===== src/rtl/ioWaitPkg.sv =====
package ioWaitPkg;
  // Strobes from the control FSM to the datapath.
  typedef struct packed {
    logic loadReq;   // latch address, data and direction of a new access
    logic capture;   // sample read data on this edge
  } ctlStrobes_t;

  typedef enum logic [1:0] {
    ST_IDLE   = 2'd0,
    ST_ACCESS = 2'd1,
    ST_DONE   = 2'd2
  } ioState_t;
endpackage


===== src/rtl/ioWaitDatapath.sv =====
module ioWaitDatapath
  import ioWaitPkg::*;
#(
  parameter int ADDR_W     = 11,
  parameter int DATA_W     = 16,
  parameter int RANGE_BITS = 2,
  parameter int WAIT_W     = 3,
  parameter int RESET_WAIT = 7,
  localparam int NUM_RANGES = 1 << RANGE_BITS,
  localparam int CFG_W      = NUM_RANGES * WAIT_W
) (
  input  logic              clk,
  input  logic              rstN,
  input  logic              cfgWe,
  input  logic [CFG_W-1:0]  cfgWaitsIn,
  output logic [CFG_W-1:0]  cfgWaits,
  input  logic              reqWrite,
  input  logic [ADDR_W-1:0] reqAddr,
  input  logic [DATA_W-1:0] reqWdata,
  input  ctlStrobes_t       ctl,
  input  logic [DATA_W-1:0] ioDataIn,
  output logic [WAIT_W-1:0] selWait,
  output logic              latWrite,
  output logic [ADDR_W-1:0] ioAddr,
  output logic [DATA_W-1:0] ioDataOut,
  output logic [DATA_W-1:0] rspRdata
);
  logic [WAIT_W-1:0]     waitField [NUM_RANGES];
  logic [RANGE_BITS-1:0] rangeSel;

  // One register per range; all written together.
  for (genvar r = 0; r < NUM_RANGES; r++) begin : g_range
    always_ff @(posedge clk or negedge rstN) begin
      if (!rstN)      waitField[r] <= WAIT_W'(RESET_WAIT);
      else if (cfgWe) waitField[r] <= cfgWaitsIn[r*WAIT_W +: WAIT_W];
    end
    assign cfgWaits[r*WAIT_W +: WAIT_W] = waitField[r];
  end

  // Range decode from the top address bits of the incoming request.
  assign rangeSel = reqAddr[ADDR_W-1 -: RANGE_BITS];
  assign selWait  = waitField[rangeSel];

  always_ff @(posedge clk or negedge rstN) begin
    if (!rstN) begin
      ioAddr    <= '0;
      ioDataOut <= '0;
      latWrite  <= 1'b0;
    end else if (ctl.loadReq) begin
      ioAddr    <= reqAddr;
      ioDataOut <= reqWdata;
      latWrite  <= reqWrite;
    end
  end

  always_ff @(posedge clk or negedge rstN) begin
    if (!rstN)            rspRdata <= '0;
    else if (ctl.capture) rspRdata <= ioDataIn;
  end
endmodule


===== src/rtl/ioWaitCtrl.sv =====
module ioWaitCtrl
  import ioWaitPkg::*;
#(
  parameter int WAIT_W = 3
) (
  input  logic              clk,
  input  logic              rstN,
  input  logic              reqValid,
  input  logic [WAIT_W-1:0] selWait,
  input  logic              latWrite,
  output ctlStrobes_t       ctl,
  output logic              stall,
  output logic              rspValid,
  output logic              ioRd,
  output logic              ioWr
);
  ioState_t          state, stateNext;
  logic [WAIT_W-1:0] waitLeft;
  logic              lastCycle;

  assign lastCycle = (state == ST_ACCESS) && (waitLeft == '0);

  always_comb begin
    stateNext = state;
    unique case (state)
      ST_IDLE:   if (reqValid)  stateNext = ST_ACCESS;
      ST_ACCESS: if (lastCycle) stateNext = ST_DONE;
      ST_DONE:                  stateNext = ST_IDLE;
      default:                  stateNext = ST_IDLE;
    endcase
  end

  always_ff @(posedge clk or negedge rstN) begin
    if (!rstN) begin
      state    <= ST_IDLE;
      waitLeft <= '0;
    end else begin
      state <= stateNext;
      if (ctl.loadReq)             waitLeft <= selWait;
      else if (state == ST_ACCESS && !lastCycle) waitLeft <= waitLeft - 1'b1;
    end
  end

  always_comb begin
    ctl.loadReq = (state == ST_IDLE) && reqValid;
    ctl.capture = lastCycle && !latWrite;
  end

  assign stall    = (state == ST_ACCESS);
  assign rspValid = (state == ST_DONE);
  assign ioRd     = (state == ST_ACCESS) && !latWrite;
  assign ioWr     = (state == ST_ACCESS) &&  latWrite;
endmodule


===== src/rtl/ioWaitCtl.sv =====
module ioWaitCtl
  import ioWaitPkg::*;
#(
  parameter int ADDR_W     = 11,
  parameter int DATA_W     = 16,
  parameter int RANGE_BITS = 2,
  parameter int WAIT_W     = 3,
  parameter int RESET_WAIT = 7,
  localparam int CFG_W     = (1 << RANGE_BITS) * WAIT_W
) (
  input  logic              clk,
  input  logic              rstN,
  input  logic              cfgWe,
  input  logic [CFG_W-1:0]  cfgWaitsIn,
  output logic [CFG_W-1:0]  cfgWaits,
  input  logic              reqValid,
  input  logic              reqWrite,
  input  logic [ADDR_W-1:0] reqAddr,
  input  logic [DATA_W-1:0] reqWdata,
  output logic              stall,
  output logic              rspValid,
  output logic [DATA_W-1:0] rspRdata,
  output logic [ADDR_W-1:0] ioAddr,
  output logic [DATA_W-1:0] ioDataOut,
  input  logic [DATA_W-1:0] ioDataIn,
  output logic              ioRd,
  output logic              ioWr
);
  ctlStrobes_t       ctl;
  logic [WAIT_W-1:0] selWait;
  logic              latWrite;

  ioWaitCtrl #(.WAIT_W(WAIT_W)) i_ctrl (
    .clk(clk), .rstN(rstN), .reqValid(reqValid), .selWait(selWait),
    .latWrite(latWrite), .ctl(ctl), .stall(stall), .rspValid(rspValid),
    .ioRd(ioRd), .ioWr(ioWr)
  );

  ioWaitDatapath #(
    .ADDR_W(ADDR_W), .DATA_W(DATA_W), .RANGE_BITS(RANGE_BITS),
    .WAIT_W(WAIT_W), .RESET_WAIT(RESET_WAIT)
  ) i_dp (
    .clk(clk), .rstN(rstN), .cfgWe(cfgWe), .cfgWaitsIn(cfgWaitsIn),
    .cfgWaits(cfgWaits), .reqWrite(reqWrite), .reqAddr(reqAddr),
    .reqWdata(reqWdata), .ctl(ctl), .ioDataIn(ioDataIn), .selWait(selWait),
    .latWrite(latWrite), .ioAddr(ioAddr), .ioDataOut(ioDataOut),
    .rspRdata(rspRdata)
  );
endmodule


===== config.mk =====
export PLATFORM = sky130hd
export DESIGN_NAME = ioWaitCtl
export DESIGN_NICKNAME = d
export VERILOG_FILES = /design/src/rtl/ioWaitPkg.sv /design/src/rtl/ioWaitDatapath.sv /design/src/rtl/ioWaitCtrl.sv /design/src/rtl/ioWaitCtl.sv
export SDC_FILE = /design/constraint.sdc
export NUM_CORES = 1
export LEC_CHECK = 0
export CORE_UTILIZATION = 41
export CTS_CLUSTER_DIAMETER = 120
export DETAILED_ROUTE_END_ITERATION = 7
export HOLD_SLACK_MARGIN = 0.12
export PLACE_DENSITY_LB_ADDON = 0.05
export SLEW_MARGIN = 20
export SYNTH_ARGS = -nofsm -noshare
export SYNTH_HDL_FRONTEND = slang
export SYNTH_HIERARCHICAL = 1
export SYNTH_SLANG_ARGS = --single-unit

===== constraint.sdc =====
create_clock -name clk -period 1.9 [get_ports clk]
set_input_delay 0.475 -clock clk [delete_from_list [all_inputs] [get_ports clk]]
set_output_delay 0.475 -clock clk [all_outputs]
set_load 0.1 [all_outputs]

==> metrics.yaml <==
logic_synthesis:
  synth-warning-count: 6
  synth_nets: 211
  synth_area_leader_cell: "dfrtp_1"
  netlist_area_um2: 2497
  syn_inst: 149
  synth_seq_cells: 61
  ys_seq_area_share_pct: 61.72
  synth.distinct_cells: 21
  postSynthAreaPerCell_um2: 16.76
  netlist_top_cells_area: "dfrtp_1, mux2_2, dfstp_2"
  yosys.area.top_type_share_pct: 49.10
sta:
  final_max_slew_viol_count: 0
  hold_violations: 0
  worst_pin_slew_ns: 0.3164
  setup_viol_count_final: 0
  clock-skew-final_ns: 0.009066
  min_period_over_period_pct: 95.22
  whs_ns: 0.1424
  rsz0062_at_grt: "no"
  slew_headroom_pct: 78.91
  fmax_ghz: 0.5527
  period_minus_slack_ns: 1.809
floorplan:
  rows: 28
  die_h_um: 80.05
  die_w_um: 80.05
  initial_core_util_pct: 42.43
  core_area_um2: 5886
  io_pins: 119
  die-area_um2: 6407
placed_design:
  post-place-cells: 341
  globalplace.congestion: 0.7615
  dp_hpwl_mm: 4.068
  portBuffers: 118
setup_path:
  r2r-start: "i_ctrl/waitLeft[0]"
  crit_path_start_kind: "flip-flop"
  cp_max_fo: 4
  cp_data_required_time_ns: 1.42
  r2r_slack_ns: 0.17
  crit_slowest_cell: "dfrtp_2"
  critPathMaxStageDelay_ns: 0.46
  crit_type: "reg2out"
  worstReg2RegEnd: "i_dp/rspRdata[15]"
  arrival_ns: 1.33
  reg2reg_depth: 7
  crit_path_frequent_cell: "nor2b_4"
  crit_path_end_kind: "output pin"
  worstPathCellList: "nor2b_4, nor2b_4, buf_12"
cts:
  post_cts.repair.setup_buffers: 0
  clock_latency_ns: 0.34
  ctsHoldBuffers: 0
  clkTransAtPathRegs_ns: 0.06
  cts_buffer_depth: 2
  cts_buffers: 9
  cts_resized: 0
  h-tree-depth: 3
  cts_tree: "done"
  cts_sinks: 61
  ctsRootBufferMaster: "clkbuf_8"
drt:
  drtAntennaViolNets: 0
  drt_iter0_drc: 73
  vias: 1672
  vias_per_cell: 4.683
  drt_wl_total_mm: 5.482
  wl_per_cell_um: 15.36
  drt_pass1_iterations: 4
  remaining_drc_errors: 0
cells_and_area:
  final_cell_mix: "buf_12, clkdlybuf4s50_1, mux2_2"
  final_util_pct: 77.55
  final_common_cell: "buf_12"
  final_cells: 357
  finalNetCount: 339
  post_route_cells_drive_above_1_share_pct: 54.96
  synthToLayoutAreaGrowth_pct: 82.77
  diodes: 0
run_status:
  run_status: "finished clean"
global_routing:
  grt-ovfl-total: 0
  grt_pass1_wl_mm: 8.680
  antenna_found_initial: 0
  grt_max_degree: 62
  track_usage_pct: 18.73
  grt_pass1_vias: 1743
worst_hold_path:
  holdCritPathClass: "in2async"
flow_run:
  drv_cap: 0
==> registers in the layout, summed over array words and instances (netlist names) <==
signal,flops
i_ctrl/state,2
i_dp/latWrite,1
i_dp/ioAddr,11
i_dp/ioDataOut,16
i_dp/rspRdata,16
i_dp/cfgWaits,12
i_ctrl/waitLeft,3
==> per-stage QoR <==
stage                 TNS, ns  setup slack [ns]  instance area, µm²
global route                0           0.01941                4564
finish                      0           0.09075                4564
detailed placement   -0.04473          -0.02255                4400
CTS                         0           0.04943                4563
floorplan              -1.583           -0.1941                2522
global placement    -0.002879         -0.002879                4400
==> critical path, delay by kind of cell (launching register included) <==
family                 cells  cell delay, ns
buffers and inverters      1            0.18
DFF                        1            0.46
and+or+nand+nor            2            0.36
==> cell usage after synthesis <==
library cell	number
mux4_1	3
inv_1	3
dfrtp_1	49
buf_6	5
a21o_1	1
dfstp_2	12
nand2_1	2
nor2b_1	3
nor2_1	1
mux2i_1	1
mux2_2	54
and2_1	2
and2b_1	1
o21ai_0	2
nor3b_2	1
buf_4	1
mux2_4	3
ha_1	2
nor3b_4	1
or2_2	1
xnor2_1	1
==> per-layer routing <==
| metal | up-vias | global-route usage [%] | wire (µm) |
|---|---|---|---|
| li1 | 780 | - | - |
| met1 | 816 | 21.83 | 2154 |
| met2 | 66 | 30.09 | 2802 |
| met3 | 10 | 6.286 | 427 |
| met4 | 0 | 10.71 | 97 |
| met5 | - | 0 | 0 |
==> how the worst max path moves through the flow <==
stage / from / to / slack, ns / cells after the start
floorplan: i_ctrl/state[1] / ioRd / -0.19 / 2
global placement: reqAddr[9] / i_ctrl/waitLeft[2] / -0.003 / 5
detailed placement: reqAddr[9] / i_ctrl/waitLeft[0] / -0.02 / 5
CTS: i_ctrl/state[0] / ioRd / 0.05 / 3
global route: i_ctrl/state[1] / ioRd / 0.02 / 3
finish: i_ctrl/state[1] / ioRd / 0.09 / 3
==> final cells by class <==
class	instances	area, µm²
fillers	363	1321
repair buffers	123	1842
flip-flops and latches	61	1544
well taps	75	93.84
inverters	3	11.26
clock buffers	14	152.6
multi-input cells	79	910.9
clock inverters	2	10.01
==> logic make-up (layout without fill, tap and decap cells) <==
| group | Yosys count | count (layout) | synth area share, % |
|---|---|---|---|
| muxes | 61 | 61 | 29.71 |
| DFF | 61 | 61 | 61.72 |
| and+or+nand+nor | 12 | 12 | 3.507 |
| AOI/OAI and AO/OA | 3 | 3 | 0.7015 |
| adders and majority gates | 2 | 2 | 1.002 |
| buffers and inverters | 9 | 142 | 3.006 |
| xor gates and xnor gates | 1 | 1 | 0.3508 |
Power is not shown: default switching activity piles up to over one toggle a cycle in this logic, so the estimate is an artifact.
